$ cat src/rtl/bscan_pkg.sv
package bscan_pkg;

  typedef enum logic [2:0] {
    INS_EXTEST   = 3'd0,
    INS_SAMPLE   = 3'd1,
    INS_READ     = 3'd2,
    INS_SELFTEST = 3'd3,
    INS_HIGHZ    = 3'd4,
    INS_CLAMP    = 3'd5,
    INS_RUNTEST  = 3'd6,
    INS_BYPASS   = 3'd7
  } scanInstr_t;

  typedef enum logic [1:0] {
    CAP_PORTS  = 2'd0,
    CAP_KEEP   = 2'd1,
    CAP_INVERT = 2'd2
  } capMode_t;

  typedef struct packed {
    logic     capBsr;
    capMode_t capMode;
    logic     shiftBsr;
    logic     updBsr;
    logic     capByp;
    logic     shiftByp;
    logic     selBsr;
    logic     testMode;
    logic     forceHiz;
  } scanCtl_t;

endpackage

$ cat src/rtl/bscan_ctrl.sv
module bscan_ctrl
  import bscan_pkg::*;
(
  input  logic       tck,
  input  logic       trstN,
  input  logic [2:0] instrCode,
  input  logic       captureDr,
  input  logic       shiftDr,
  input  logic       updateDr,
  output scanCtl_t   ctl
);

  scanInstr_t instr;
  logic       selBsr;
  logic       shiftOnly;

  assign instr     = scanInstr_t'(instrCode);
  assign shiftOnly = shiftDr & ~captureDr;

  always_comb begin
    selBsr = 1'b0;
    ctl    = '0;
    unique case (instr)
      INS_EXTEST:   begin selBsr = 1'b1; ctl.capMode = CAP_PORTS;  ctl.testMode = 1'b1; end
      INS_SAMPLE:   begin selBsr = 1'b1; ctl.capMode = CAP_PORTS;  end
      INS_READ:     begin selBsr = 1'b1; ctl.capMode = CAP_KEEP;   end
      INS_SELFTEST: begin selBsr = 1'b1; ctl.capMode = CAP_INVERT; end
      INS_HIGHZ:    begin ctl.forceHiz = 1'b1; end
      INS_CLAMP:    begin ctl.testMode = 1'b1; end
      INS_RUNTEST:  begin ctl.testMode = 1'b1; end
      INS_BYPASS:   begin end
      default:      begin end
    endcase
    ctl.selBsr   = selBsr;
    ctl.capBsr   = captureDr & selBsr;
    ctl.shiftBsr = shiftOnly & selBsr;
    ctl.updBsr   = updateDr & selBsr;
    ctl.capByp   = captureDr & ~selBsr;
    ctl.shiftByp = shiftOnly & ~selBsr;
  end

  AST_ONE_SCAN_PATH: assert property (@(posedge tck) disable iff (!trstN)
    $onehot0({ctl.capBsr, ctl.shiftBsr, ctl.capByp, ctl.shiftByp}));

  AST_HIZ_NOT_TEST: assert property (@(posedge tck) disable iff (!trstN)
    ctl.forceHiz |-> !ctl.testMode && !ctl.selBsr);

endmodule

$ cat src/rtl/bscan_cell.sv
module bscan_cell
  import bscan_pkg::*;
#(
  parameter logic RST_VAL = 1'b0
) (
  input  logic     tck,
  input  logic     trstN,
  input  logic     capEn,
  input  capMode_t capMode,
  input  logic     shiftEn,
  input  logic     updEn,
  input  logic     parIn,
  input  logic     serIn,
  output logic     stageQ,
  output logic     shadowQ
);

  always_ff @(posedge tck or negedge trstN) begin
    if (!trstN) begin
      stageQ <= RST_VAL;
    end else if (capEn) begin
      unique case (capMode)
        CAP_PORTS:  stageQ <= parIn;
        CAP_KEEP:   stageQ <= stageQ;
        CAP_INVERT: stageQ <= ~shadowQ;
        default:    stageQ <= stageQ;
      endcase
    end else if (shiftEn) begin
      stageQ <= serIn;
    end
  end

  always_ff @(negedge tck or negedge trstN) begin
    if (!trstN) begin
      shadowQ <= RST_VAL;
    end else if (updEn) begin
      shadowQ <= stageQ;
    end
  end

endmodule

$ cat src/rtl/bscan_datapath.sv
module bscan_datapath
  import bscan_pkg::*;
#(
  parameter int NUM_IN  = 8,
  parameter int NUM_OUT = 8
) (
  input  logic               tck,
  input  logic               trstN,
  input  logic               tdi,
  input  scanCtl_t           ctl,
  input  logic [NUM_IN-1:0]  pinIn,
  input  logic [NUM_OUT-1:0] coreOut,
  input  logic               coreOeN,
  output logic               tdo,
  output logic [NUM_IN-1:0]  coreIn,
  output logic [NUM_OUT-1:0] pinOut,
  output logic               pinOe
);

  localparam int LEN    = NUM_IN + NUM_OUT + 1;
  localparam int OUT_LO = NUM_IN;
  localparam int OUT_HI = NUM_IN + NUM_OUT - 1;
  localparam int OE_IDX = LEN - 1;

  logic [LEN-1:0] capVec;
  logic [LEN-1:0] stageQ;
  logic [LEN-1:0] shadowQ;
  logic           bypassQ;

  assign capVec = {coreOeN, coreOut, pinIn};

  for (genvar i = 0; i < LEN; i++) begin : g_cell
    logic serIn;
    if (i == 0) begin : g_head
      assign serIn = tdi;
    end else begin : g_link
      assign serIn = stageQ[i-1];
    end
    bscan_cell #(
      .RST_VAL((i == OE_IDX) ? 1'b1 : 1'b0)
    ) u_cell (
      .tck     (tck),
      .trstN   (trstN),
      .capEn   (ctl.capBsr),
      .capMode (ctl.capMode),
      .shiftEn (ctl.shiftBsr),
      .updEn   (ctl.updBsr),
      .parIn   (capVec[i]),
      .serIn   (serIn),
      .stageQ  (stageQ[i]),
      .shadowQ (shadowQ[i])
    );
  end

  always_ff @(posedge tck or negedge trstN) begin
    if (!trstN) begin
      bypassQ <= 1'b0;
    end else if (ctl.capByp) begin
      bypassQ <= 1'b0;
    end else if (ctl.shiftByp) begin
      bypassQ <= tdi;
    end
  end

  always_ff @(negedge tck or negedge trstN) begin
    if (!trstN) begin
      tdo <= 1'b0;
    end else begin
      tdo <= ctl.selBsr ? stageQ[OE_IDX] : bypassQ;
    end
  end

  always_comb begin
    if (ctl.testMode) begin
      coreIn = shadowQ[NUM_IN-1:0];
      pinOut = shadowQ[OUT_HI:OUT_LO];
      pinOe  = ~shadowQ[OE_IDX];
    end else begin
      coreIn = pinIn;
      pinOut = coreOut;
      pinOe  = ~coreOeN & ~ctl.forceHiz;
    end
  end

  AST_BYP_CAPTURES_ZERO: assert property (@(posedge tck) disable iff (!trstN)
    ctl.capByp |=> !bypassQ);

  AST_BYP_LEAVES_CHAIN: assert property (@(posedge tck) disable iff (!trstN)
    (ctl.capByp || ctl.shiftByp) |=> $stable(stageQ));

  AST_READ_HOLDS: assert property (@(posedge tck) disable iff (!trstN)
    (ctl.capBsr && ctl.capMode == CAP_KEEP) |=> $stable(stageQ));

  AST_SELFTEST_INVERTS: assert property (@(posedge tck) disable iff (!trstN)
    (ctl.capBsr && ctl.capMode == CAP_INVERT) |=> stageQ == ~$past(shadowQ));

  AST_SHIFT_STEP: assert property (@(posedge tck) disable iff (!trstN)
    ctl.shiftBsr |=> stageQ[LEN-1:1] == $past(stageQ[LEN-2:0]));

  AST_SHADOW_HOLD: assert property (@(negedge tck) disable iff (!trstN)
    !ctl.updBsr |=> $stable(shadowQ));

  AST_TEST_DRIVES_CORE: assert property (@(posedge tck) disable iff (!trstN)
    ctl.testMode |-> coreIn == shadowQ[NUM_IN-1:0]);

  AST_NORMAL_PASSES: assert property (@(posedge tck) disable iff (!trstN)
    !ctl.testMode |-> coreIn == pinIn && pinOut == coreOut);

  AST_HIZ_DRIVERS_OFF: assert property (@(posedge tck) disable iff (!trstN)
    ctl.forceHiz |-> !pinOe);

endmodule

$ cat src/rtl/bscan_ring.sv
module bscan_ring
  import bscan_pkg::*;
#(
  parameter int NUM_IN  = 8,
  parameter int NUM_OUT = 8
) (
  input  logic               tck,
  input  logic               trstN,
  input  logic               tdi,
  output logic               tdo,
  input  logic [2:0]         instrCode,
  input  logic               captureDr,
  input  logic               shiftDr,
  input  logic               updateDr,
  input  logic [NUM_IN-1:0]  pinIn,
  output logic [NUM_IN-1:0]  coreIn,
  input  logic [NUM_OUT-1:0] coreOut,
  input  logic               coreOeN,
  output logic [NUM_OUT-1:0] pinOut,
  output logic               pinOe
);

  scanCtl_t ctl;

  bscan_ctrl u_ctrl (
    .tck       (tck),
    .trstN     (trstN),
    .instrCode (instrCode),
    .captureDr (captureDr),
    .shiftDr   (shiftDr),
    .updateDr  (updateDr),
    .ctl       (ctl)
  );

  bscan_datapath #(
    .NUM_IN  (NUM_IN),
    .NUM_OUT (NUM_OUT)
  ) u_dp (
    .tck     (tck),
    .trstN   (trstN),
    .tdi     (tdi),
    .ctl     (ctl),
    .pinIn   (pinIn),
    .coreOut (coreOut),
    .coreOeN (coreOeN),
    .tdo     (tdo),
    .coreIn  (coreIn),
    .pinOut  (pinOut),
    .pinOe   (pinOe)
  );

endmodule

$ cat config.mk
export PLATFORM = sky130hd
export DESIGN_NAME = bscan_ring
export DESIGN_NICKNAME = d
export VERILOG_FILES = /design/src/rtl/bscan_pkg.sv /design/src/rtl/bscan_ctrl.sv /design/src/rtl/bscan_cell.sv /design/src/rtl/bscan_datapath.sv /design/src/rtl/bscan_ring.sv
export SDC_FILE = /design/constraint.sdc
export NUM_CORES = 1
export LEC_CHECK = 0
export ABC_AREA = 1
export BUFFER_PORTS_ARGS = -buffer_cell sky130_fd_sc_hd__buf_2
export CAP_MARGIN = 20
export CORE_MARGIN = 2
export CORE_UTILIZATION = 45
export DETAILED_ROUTE_END_ITERATION = 6
export GPL_TIMING_DRIVEN = 1
export PLACE_DENSITY = 0.65
export SETUP_SLACK_MARGIN = 0.05
export SLEW_MARGIN = 25
export SYNTH_ARGS = -nofsm -noshare
export SYNTH_HDL_FRONTEND = slang
export SYNTH_SLANG_ARGS = --single-unit
$ cat constraint.sdc
create_clock -name tck -period 1.4 [get_ports tck]
set_clock_uncertainty 0.2 [all_clocks]
set_input_delay 0.14 -clock tck [delete_from_list [all_inputs] [get_ports tck]]
set_output_delay 0.14 -clock tck [all_outputs]
set_load 0.02 [all_outputs]
==> results.txt <==
----------------------------------------------------
[Status]
  Result of the run ... finished with violations
  Violated checks ... negative setup slack

[Place]
  Sum of net half-perimeters after detailed placement ... 4130 um
  Placed Cells ... 468
  Buffers on Ports ... 43
  Cell Area, Placed ... 2820 um^2
  Worst slack at placement ... -0.451 ns
  Routability cong. ... 0.808

[Clock network]
  Maximum count of clock buffers along a single path ... 2
  TritonCTS clock tree ... yes
  Clock insertion delay at the later pin of the skew report ... 0.35 ns
  Clock buffer count from CTS ... 5
  # clock sinks ... 36
  Reg clk slew, reported paths ... 0.07 ns
  Total number of H-tree levels ... 2
  Root Buffer ... clkbuf_8

[Timing]
  Final Max Tran Viols ... 0
  Count of final hold-check violations ... 0
  Worst slew margin ... 79.9%
  Accumulated negative setup slack ... -21.01 ns
  Unrepaired setup endpoints after global routing ... true
  Final-layout worst hold slack ... 0.00280 ns
  Worst Max-Slew Pin Slew ... 0.302 ns
  Setup slack after layout ... -0.786 ns
  Final-report setup violation count ... 53

[Detailed routing]
  Number of DRC markers after the initial detailed-route iteration ... 178
  Mean number of vias per cell ... 4.76
  Number of nets still failing antenna checks after routing ... 0
  Total routed wirelength ... 6430 um
  Via count ... 2400
  Average wire per standard cell ... 12.8 um
  Number of remaining DRC errors ... 0
  DR pass1 iterations ... 4

[Die]
  Overall die area ... 5330 um^2
  Count of standard-cell rows ... 25
  Die W ... 73.0 um
  Starting utilization of the core area ... 46.0%
  Core region area ... 4660 um^2
  Die span in y ... 73.0 um
  I/O pin count ... 44

[Power and ir drop]
  Switching Fraction ... 32.6%
  Share of total power in sequential cells ... 35.9%
  Leak Pwr ... 1.86 nW
  Combinational share of power ... 40.5%
  Clock network power share ... 23.6%
  Power per cell area ... 1210 nW/um^2
  Internal power ... 2.68 mW
  Net Sw Power ... 1.29 mW
  Worst supply voltage drop on vdd ... 0.000619 V

[Global route]
  Number of global-route vias before repair ... 2285
  Initial antenna violation count ... 0
  Met1 usage ... 34.1%
  Met2 capacity usage during global routing ... 42.0%
  Global-route wire length before repair ... 10500 um
  Total gr overflow ... 0
  Global-route layer with the greatest usage ... met2
  Global routing met3 resource utilization ... 3.45%
  Global router's overall resource usage ... 25.4%
  Maximum number of pins on one net before global-route repair ... 25

[Yosys]
  Fraction of synthesized cell area taken by the top area cell type ... 24.4%
  Post-synth EDFFs ... 0
  Predominant post-synthesis flop cell ... dfrtp_1
  Number of nets produced by synthesis ... 362
  Mean Syn Cell Area ... 6.38 um^2
  Post-synthesis instance area ... 2140 um^2
  Biggest area contributors in the synthesized netlist ... nand2_1 24%, dfrtn_1 20%, dfrtp_1 20%, nor2_1 13%, inv_1 5.4%
  Ys async rst share ... 100%
  Total number of yosys warnings ... 0
  Most common cell in the synthesized netlist ... nand2_1
  Cell accounting for the most synthesized area ... nand2_1
  Number of storage elements in the synthesis netlist ... 36
  Cells after synthesis ... 336
  Top cell types by occurrence after synthesis ... 139 x nand2_1, 76 x nor2_1, 31 x inv_1, 17 x dfrtn_1, 17 x dfrtp_1
  Share of synthesized area occupied by flip-flops and latches ... 42.2%
  Number of distinct library cells after synthesis ... 18

[Critical path]
  CP endpoint kind ... primary output
  Maximum fanout along the worst path ... 2
  Worst reg2reg path startpoint ... u_dp.g_cell[16].u_cell.shadowQ
  CP arrival ... 1.85 ns
  Data required time of the critical path ... 1.06 ns
  R2r setup slk ... -0.49 ns
  Crit start category ... register
  Path type of the worst setup path ... register to primary output
  Worst setup path startpoint ... u_dp.g_cell[16].u_cell.shadowQ

[Final layout]
  Post-layout nets ... 475
  Layout cells sized above 1 ... 36.7%
  Post-route cell area ... 3290 um^2
  Area added between synthesis and finish ... 53.6%
  Number of diodes ... 0
  Final non-filler cell total ... 504

[Min path]
  Class of the worst hold path ... primary input to asynchronous set/reset pin

[Flow run]
  Max-cap violation count ... 0

----------------------------------------------------
## cell type report
class	instances	area, um^2
repair buffers	118	947
flip-flops and latches	36	903
clock inverters	3	38.8
clock buffers	6	72.6
inverters	33	131
fillers	388	1370
multi-input cells	254	1130
well taps	54	67.6
## kinds of logic (layout without fill, tap and decap cells)
group	Yosys count	in the layout	synth area share, %
muxes	7	7	3.68
AOI/OAI and AO/OA	16	16	3.85
buffers and inverters	46	160	8.70
DFF	36	36	42.2
and+or+nand+nor	231	231	41.6
## flip-flops by register name, indices dropped and copies added (netlist names)
name and count:
u_dp.g_cell.u_cell.shadowQ 17, u_dp.g_cell.u_cell.stageQ 17, u_dp.bypassQ 1, u_dp.tdo 1
## final timing paths
| kind | to | depth (start not counted) |
|---|---|---|
| worst max-delay path | pinOe | 4 |
| worst min-delay path | u_dp.g_cell[16].u_cell.stageQ | 2 |
| worst max register to register | u_dp.g_cell[16].u_cell.stageQ | 5 |
| worst min register to register | u_dp.g_cell[13].u_cell.shadowQ | 1 |
| max in group asynchronous | u_dp.g_cell[0].u_cell.shadowQ | 3 |
| min in group tck | u_dp.bypassQ | 4 |
## placed cells by master (no fill, tap or decap), types with 7 or more instances in the layout
| cell | instances |
|---|---|
| nand2_1 | 118 |
| nor2_1 | 75 |
| buf_4 | 66 |
| inv_1 | 25 |
| buf_2 | 25 |
| nand2_2 | 22 |
| buf_6 | 19 |
| dfrtp_1 | 17 |
| dfrtn_1 | 17 |
| nand3_1 | 13 |
| a21oi_1 | 9 |
| inv_2 | 8 |
| mux2_2 | 7 |
## power by group through the flow
stage                     logic, mW  clock network (mW)  registers (mW)
after global routing           1.76               0.997            1.45
after detailed placement       1.20             0.00894            1.44
after floorplan               0.666             0.00894            1.42
final                          1.61               0.937            1.43
after global placement         1.17             0.00894            1.43
after CTS                      1.50               0.947            1.41
## metrics by stage
step | util, % | power, mW
final | 70.6 | 3.97
after global routing | 70.6 | 4.20
after CTS | 68.4 | 3.86
after detailed placement | 60.5 | 2.64
after global placement | 60.5 | 2.61
after floorplan | - | 2.10
## worst max-delay path, stage by stage (launching register included)
cell	delay (ns)
dfstp_2	0.53
inv_2	0.04
nand2_2	0.06
nand2_2	0.05
buf_6	0.12
## metal layers
| metal | up-vias | wire, um |
|---|---|---|
| met2 | 59 | 3230 |
| met1 | 1104 | 2890 |
| met5 | - | 0 |
| li1 | 1233 | - |
| met4 | 0 | 50 |
| met3 | 4 | 262 |
## repair_timing
item / in CTS / in global routing
setup buffers: 14 / 9
endpoints found under the hold margin: 19 / 1
gates cloned: 0 / 0
gates resized for setup: 39 / 10
setup endpoints to repair: 53 / 69
pin swaps: 22 / 6
hold buffers: 4 / 1
No activity file was read; power rests on OpenSTA's default activity.
